$ cat src/rtl/frg_pkg.sv
package frg_pkg;
  typedef enum logic {
    PH_LEARN = 1'b0,
    PH_RUN   = 1'b1
  } phase_t;
endpackage

$ cat src/rtl/frg_rst_sync.sv
module frg_rst_sync #(
  parameter int STAGES = 2
) (
  input  logic clk_i,
  input  logic arst_ni,
  output logic rst_no
);
  logic [STAGES-1:0] sync_q;
  logic [STAGES-1:0] sync_d;

  generate
    if (STAGES == 1) begin : g_single
      assign sync_d = 1'b1;
    end else begin : g_chain
      assign sync_d = {sync_q[STAGES-2:0], 1'b1};
    end
  endgenerate

  always_ff @(posedge clk_i or negedge arst_ni) begin
    if (!arst_ni) sync_q <= '0;
    else          sync_q <= sync_d;
  end

  assign rst_no = sync_q[STAGES-1];
endmodule

$ cat src/rtl/frg_run_meter.sv
module frg_run_meter #(
  parameter int PIX_W = 12
) (
  input  logic             clk_i,
  input  logic             rst_ni,
  input  logic             en_i,
  input  logic             pix_vld_i,
  output logic             line_end_o,
  output logic [PIX_W-1:0] run_len_o,
  output logic [PIX_W-1:0] first_len_o,
  output logic             first_seen_o
);
  localparam logic [PIX_W-1:0] RUN_MAX = {PIX_W{1'b1}};

  logic             prev_vld_q, prev_vld_d;
  logic [PIX_W-1:0] run_q, run_d;
  logic [PIX_W-1:0] first_q, first_d;
  logic             seen_q, seen_d;
  logic             line_end;

  assign line_end = prev_vld_q & ~pix_vld_i;

  always_comb begin
    prev_vld_d = prev_vld_q;
    run_d      = run_q;
    first_d    = first_q;
    seen_d     = seen_q;
    if (en_i) begin
      prev_vld_d = pix_vld_i;
      if (pix_vld_i) begin
        run_d = (run_q == RUN_MAX) ? run_q : run_q + 1'b1;
      end else begin
        run_d = '0;
      end
      if (line_end && !seen_q) begin
        first_d = run_q;
        seen_d  = 1'b1;
      end
    end
  end

  always_ff @(posedge clk_i or negedge rst_ni) begin
    if (!rst_ni) begin
      prev_vld_q <= 1'b0;
      run_q      <= '0;
      first_q    <= '0;
      seen_q     <= 1'b0;
    end else begin
      prev_vld_q <= prev_vld_d;
      run_q      <= run_d;
      first_q    <= first_d;
      seen_q     <= seen_d;
    end
  end

  assign line_end_o   = line_end & en_i;
  assign run_len_o    = run_q;
  assign first_len_o  = first_q;
  assign first_seen_o = seen_q;
endmodule

$ cat src/rtl/frg_learn.sv
module frg_learn
  import frg_pkg::*;
#(
  parameter int PIX_W  = 12,
  parameter int LINE_W = 12
) (
  input  logic              clk_i,
  input  logic              rst_ni,
  input  logic              frame_end_i,
  input  logic              line_end_i,
  input  logic [PIX_W-1:0]  run_len_i,
  input  logic [PIX_W-1:0]  first_len_i,
  input  logic              first_seen_i,
  output logic              learning_o,
  output logic [PIX_W-1:0]  width_o,
  output logic [LINE_W-1:0] height_o,
  output logic              out_en_o
);
  localparam logic [LINE_W-1:0] LINE_MAX = {LINE_W{1'b1}};

  phase_t            phase_q, phase_d;
  logic [LINE_W-1:0] lines_q, lines_d;
  logic [LINE_W-1:0] lines_inc;
  logic [PIX_W-1:0]  width_q, width_d;
  logic [LINE_W-1:0] height_q, height_d;
  logic              learning;

  assign learning  = (phase_q == PH_LEARN);
  assign lines_inc = (line_end_i && lines_q != LINE_MAX) ? lines_q + 1'b1 : lines_q;

  always_comb begin
    phase_d  = phase_q;
    lines_d  = lines_q;
    width_d  = width_q;
    height_d = height_q;
    if (learning) begin
      lines_d = lines_inc;
      if (frame_end_i) begin
        phase_d  = PH_RUN;
        height_d = lines_inc;
        if (first_seen_i)    width_d = first_len_i;
        else if (line_end_i) width_d = run_len_i;
        else                 width_d = '0;
      end
    end
  end

  always_ff @(posedge clk_i or negedge rst_ni) begin
    if (!rst_ni) begin
      phase_q  <= PH_LEARN;
      lines_q  <= '0;
      width_q  <= '0;
      height_q <= '0;
    end else begin
      phase_q  <= phase_d;
      lines_q  <= lines_d;
      width_q  <= width_d;
      height_q <= height_d;
    end
  end

  assign learning_o = learning;
  assign width_o    = width_q;
  assign height_o   = height_q;
  assign out_en_o   = ~learning;
endmodule

$ cat src/rtl/frg_eof_pipe.sv
module frg_eof_pipe #(
  parameter int DEPTH = 2
) (
  input  logic clk_i,
  input  logic rst_ni,
  input  logic frame_end_i,
  input  logic pass_i,
  output logic frame_end_o
);
  logic [DEPTH-1:0] pipe_q;
  logic [DEPTH-1:0] pipe_d;
  logic             gated;

  assign gated = frame_end_i & pass_i;

  generate
    if (DEPTH == 1) begin : g_single
      assign pipe_d = gated;
    end else begin : g_shift
      assign pipe_d = {pipe_q[DEPTH-2:0], gated};
    end
  endgenerate

  always_ff @(posedge clk_i or negedge rst_ni) begin
    if (!rst_ni) pipe_q <= '0;
    else         pipe_q <= pipe_d;
  end

  assign frame_end_o = pipe_q[DEPTH-1];
endmodule

$ cat src/rtl/frame_res_gate.sv
module frame_res_gate #(
  parameter int PIX_W       = 12,
  parameter int LINE_W      = 12,
  parameter int EOF_LAT     = 2,
  parameter int SYNC_STAGES = 2
) (
  input  logic              clk_i,
  input  logic              rst_ni,
  input  logic              pix_vld_i,
  input  logic              frame_end_i,
  output logic [PIX_W-1:0]  width_o,
  output logic [LINE_W-1:0] height_o,
  output logic              out_en_o,
  output logic              frame_end_o
);
  logic             rst_sync_n;
  logic             learning;
  logic             line_end;
  logic [PIX_W-1:0] run_len;
  logic [PIX_W-1:0] first_len;
  logic             first_seen;

  frg_rst_sync #(.STAGES(SYNC_STAGES)) u_rst (
    .clk_i   (clk_i),
    .arst_ni (rst_ni),
    .rst_no  (rst_sync_n)
  );

  frg_run_meter #(.PIX_W(PIX_W)) u_meter (
    .clk_i        (clk_i),
    .rst_ni       (rst_sync_n),
    .en_i         (learning),
    .pix_vld_i    (pix_vld_i),
    .line_end_o   (line_end),
    .run_len_o    (run_len),
    .first_len_o  (first_len),
    .first_seen_o (first_seen)
  );

  frg_learn #(.PIX_W(PIX_W), .LINE_W(LINE_W)) u_learn (
    .clk_i        (clk_i),
    .rst_ni       (rst_sync_n),
    .frame_end_i  (frame_end_i),
    .line_end_i   (line_end),
    .run_len_i    (run_len),
    .first_len_i  (first_len),
    .first_seen_i (first_seen),
    .learning_o   (learning),
    .width_o      (width_o),
    .height_o     (height_o),
    .out_en_o     (out_en_o)
  );

  frg_eof_pipe #(.DEPTH(EOF_LAT)) u_eof (
    .clk_i       (clk_i),
    .rst_ni      (rst_sync_n),
    .frame_end_i (frame_end_i),
    .pass_i      (~learning),
    .frame_end_o (frame_end_o)
  );
endmodule

$ cat config.mk
export PLATFORM = sky130hd
export DESIGN_NAME = frame_res_gate
export DESIGN_NICKNAME = d
export VERILOG_FILES = /design/src/rtl/frg_pkg.sv /design/src/rtl/frg_rst_sync.sv /design/src/rtl/frg_run_meter.sv /design/src/rtl/frg_learn.sv /design/src/rtl/frg_eof_pipe.sv /design/src/rtl/frame_res_gate.sv
export SDC_FILE = /design/constraint.sdc
export NUM_CORES = 1
export LEC_CHECK = 0
export BUFFER_PORTS_ARGS = -buffer_cell sky130_fd_sc_hd__buf_2
export CORE_AREA = 8 8 124 103
export DETAILED_ROUTE_END_ITERATION = 12
export DIE_AREA = 0 0 132 111
export GPL_ROUTABILITY_DRIVEN = 0
export SLEW_MARGIN = 40
export SYNTH_ARGS = -nofsm -noshare
export SYNTH_HDL_FRONTEND = slang
export SYNTH_HIERARCHICAL = 1
export SYNTH_SLANG_ARGS = --single-unit
$ cat constraint.sdc
create_clock -name clk_i -period 2.8 [get_ports clk_i]
set_clock_uncertainty 0.15 [all_clocks]
set_input_delay 0.28 -clock clk_i [delete_from_list [all_inputs] [get_ports clk_i]]
set_output_delay 0.28 -clock clk_i [all_outputs]
set_load 0.005 [all_outputs]
==> results.sh <==
export IMPL_fmax_mhz=423
export IMPL_multi_input_area_um2=1360
export IMPL_tightest_slew_ns=0.540
export IMPL_cp_cell_sequence="clkinv_1, nand3_1, inv_1, and3_1, nand3_1, or4_1, a31oi_1"
export IMPL_grt_start_max_net_pins=48
export IMPL_final_nets=339
export IMPL_async_flop_share_pct=100
export IMPL_first_pass_iters=5
export IMPL_drc=0
export IMPL_tns_ns=0
export IMPL_synth_top_cells_by_area="dfrtp_1 53%, mux2_2 5.0%, a21oi_1 3.5%, nor2_1 3.0%, a22oi_1 2.6%"
export IMPL_area_growth_pct=19.9
export IMPL_place_inst=465
export IMPL_cts_htree_levels=3
export IMPL_crit_slowest_cell="dfrtp_1"
export IMPL_worst_ep_required_time_ns=2.90
export IMPL_path_clk_slew_ns=0.06
export IMPL_crit_path_frequent_cell="nand3_1"
export IMPL_cts_sinks=67
export IMPL_mostFrequentLayoutCells="66 x dfrtp_1, 29 x buf_2, 25 x nor2_1, 22 x a21oi_1, 22 x nand2_1"
export IMPL_layout_setup_ws_ns=0.434
export IMPL_std_cell_rows=34
export IMPL_rsz0062_at_grt="false"
export IMPL_die_area_um2=14700
export IMPL_max_cap_viol_count=0
export IMPL_hpwl_um=4920
export IMPL_grt_pass1_wl_um=12000
export IMPL_cts_resized=0
export IMPL_synthDistinctLibCells=51
export IMPL_num_io_pins=30
export IMPL_p_leak_nw=1.69
export IMPL_final_area_um2=3770
export IMPL_min_period_ns=2.37
export IMPL_pre_cts_slack_ns=0.450
export IMPL_setup_viol=0
export IMPL_grt_pass1_vias=2342
export IMPL_ys_flop_type="dfrtp_1"
export IMPL_drive_above_1_share_pct=22.2
export IMPL_cp_end_kind="flop"
export IMPL_synthCells=303
export IMPL_drtIter0Drc=165
export IMPL_initial_utilization_pct=29.4
export IMPL_ir_drop_mv=0.292
export IMPL_num_vias=2408
export IMPL_crit_arrival_ns=2.46
export IMPL_fill_cells=1082
export IMPL_path_class="reg -> reg"
export IMPL_synth_largest_area_cell="dfrtp_1"
export IMPL_cts_buffers=9
export IMPL_track_usage_pct=10.1
export IMPL_max_slew_margin_pct=63.8
export IMPL_gr_total_overflow=0
export IMPL_yosysTopAreaCellShare_pct=53.3
export IMPL_final_common_cell="dfrtp_1"
export IMPL_seqCellArea_um2=1680
export IMPL_antenna_found_initial=0
export IMPL_placed_cell_area_um2=3450
export IMPL_postCtsSetupBuffers=0
export IMPL_hp_class="in -> reg"
export IMPL_port_buffers=29
export IMPL_synth_warnings=6
export IMPL_die_y_um=111
export IMPL_hold_violations=0
export IMPL_diodes=0
export IMPL_final_cells=482
export IMPL_slew_violations=0
export IMPL_critPathTopFamily="simple AND/OR/NAND/NOR gates"
export IMPL_wire_per_inst_um=14.5
export IMPL_avgSynthCellArea_um2=10.4
export IMPL_synth_edf_count=0
export IMPL_antenna_left=0
export IMPL_startpoint_type="flop"
export IMPL_ctsHoldBuffers=1
export IMPL_cts_max_path_buffers=2
export IMPL_path_buf_inv=2
export IMPL_core_area_um2=10700
export IMPL_synth_seq_area_share_pct=53.3
export IMPL_hold_slack_ns=0.0463
export IMPL_clock_latency_ns=0.33
export IMPL_die_width_um=132
export IMPL_power_density_nw_per_um2=623
export IMPL_synth_nets=309
export IMPL_finalCritPeriodShare_pct=84.5
export IMPL_viasPerCell=5.00
export IMPL_wirelength_um=6970
export IMPL_cts_tree="done"
export IMPL_synth_seq_cells=67
export IMPL_synthesis_area_um2=3140
export IMPL_slowest_delay_ns=0.50
export IMPL_path_max_fanout=10
export IMPL_cts_root_buf="clkbuf_16"
export IMPL_status="complete, no violations"
stage by stage:
step           util (%)  total power [mW]
2_1_floorplan         -              1.16
4_1_cts            35.3              2.39
5_1_grt            35.3              2.47
3_5_place_dp       32.3              1.23
6_report           35.3              2.35
3_3_place_gp       32.3              1.23
cell type report:
cell class                      count  share of cell area, %
Sequential cell                    67                   44.5
Clock inverter                      3                   1.23
Inverter                           10                  0.996
Timing Repair Buffer               35                   5.44
Tap cell                          144                   4.78
Clock buffer                       13                   6.91
Multi-Input combinational cell    210                   36.1
report_power, final:
part | internal (mW) | switching [mW]
logic | 0.0639 | 0.0659
registers | 1.03 | 0.0543
clock network | 0.739 | 0.399
state kept, by name (all words and copies together) (netlist names), 2 cells and up:
signal and count:
u_learn/lines_q 12, u_meter/run_len_o 12, u_learn/width_o 12, u_learn/height_o 12, u_eof/pipe_q 2, u_meter/first_len_o 12
u_rst/sync_q 2
logic make-up (layout without fill, tap and decap cells):
| group | Yosys count | count (layout) | synth area share (%) |
|---|---|---|---|
| other | 1 | 1 | 0.119 |
| adder cells (fa/ha/maj) | 2 | 2 | 0.796 |
| buffers and inverters | 26 | 61 | 3.42 |
| multiplexers | 16 | 16 | 5.69 |
| AND/OR/NAND/NOR | 104 | 104 | 17.8 |
| AO/OA/AOI/OAI | 78 | 78 | 16.3 |
| flip-flops | 67 | 67 | 53.3 |
| XOR/XNOR | 9 | 9 | 2.51 |
Yosys cell counts (3+ instances only):
cell	n
a41oi_1	3
clkbuf_1	13
a31oi_1	6
nand4_1	4
nor2_1	25
inv_1	9
o21ai_0	13
xor2_1	5
nor3_1	6
mux2_2	14
o31ai_1	7
nand2_1	22
and4_1	6
a21oi_1	22
xnor2_1	4
nor4_1	3
a22oi_1	11
nand3_1	15
dfrtp_1	67
and3_1	4
final timing paths:
path	from	to	slack [ns]	cells past startpoint
min in group asynchronous	u_rst/sync_q[1]$_DFF_PN0_	u_learn/height_o[6]$_DFFE_PN0P_	0.06	0
worst max-delay path	u_learn/out_en_o$_DFF_PN0_	u_learn/height_o[9]$_DFFE_PN0P_	0.43	7
worst min-delay path	frame_end_i	u_learn/out_en_o$_DFF_PN0_	0.05	2
worst min register to register	u_rst/sync_q[1]$_DFF_PN0_	u_learn/height_o[6]$_DFFE_PN0P_	0.06	0
max in group asynchronous	u_rst/sync_q[1]$_DFF_PN0_	u_learn/width_o[1]$_DFFE_PN0P_	1.85	1
worst max register to register	u_learn/out_en_o$_DFF_PN0_	u_learn/height_o[9]$_DFFE_PN0P_	0.43	7
routing by layer:
layer	vias up	share of wire [%]	track usage, %	wire, µm
met2	58	43	14.0	3000
met4	0	1.4	3.90	98
met5	-	0	0	0
met1	1170	49	13.4	3430
li1	1172	-	-	-
met3	8	6.3	4.30	440
worst reg2reg max path, cell delays in order (launching register included):
cell and delay, ns:
dfrtp_1 0.50, clkinv_1 0.11, nand3_1 0.12, inv_1 0.19
and3_1 0.31, nand3_1 0.27, or4_1 0.47, a31oi_1 0.17
(Power assumes the default switching activity.)
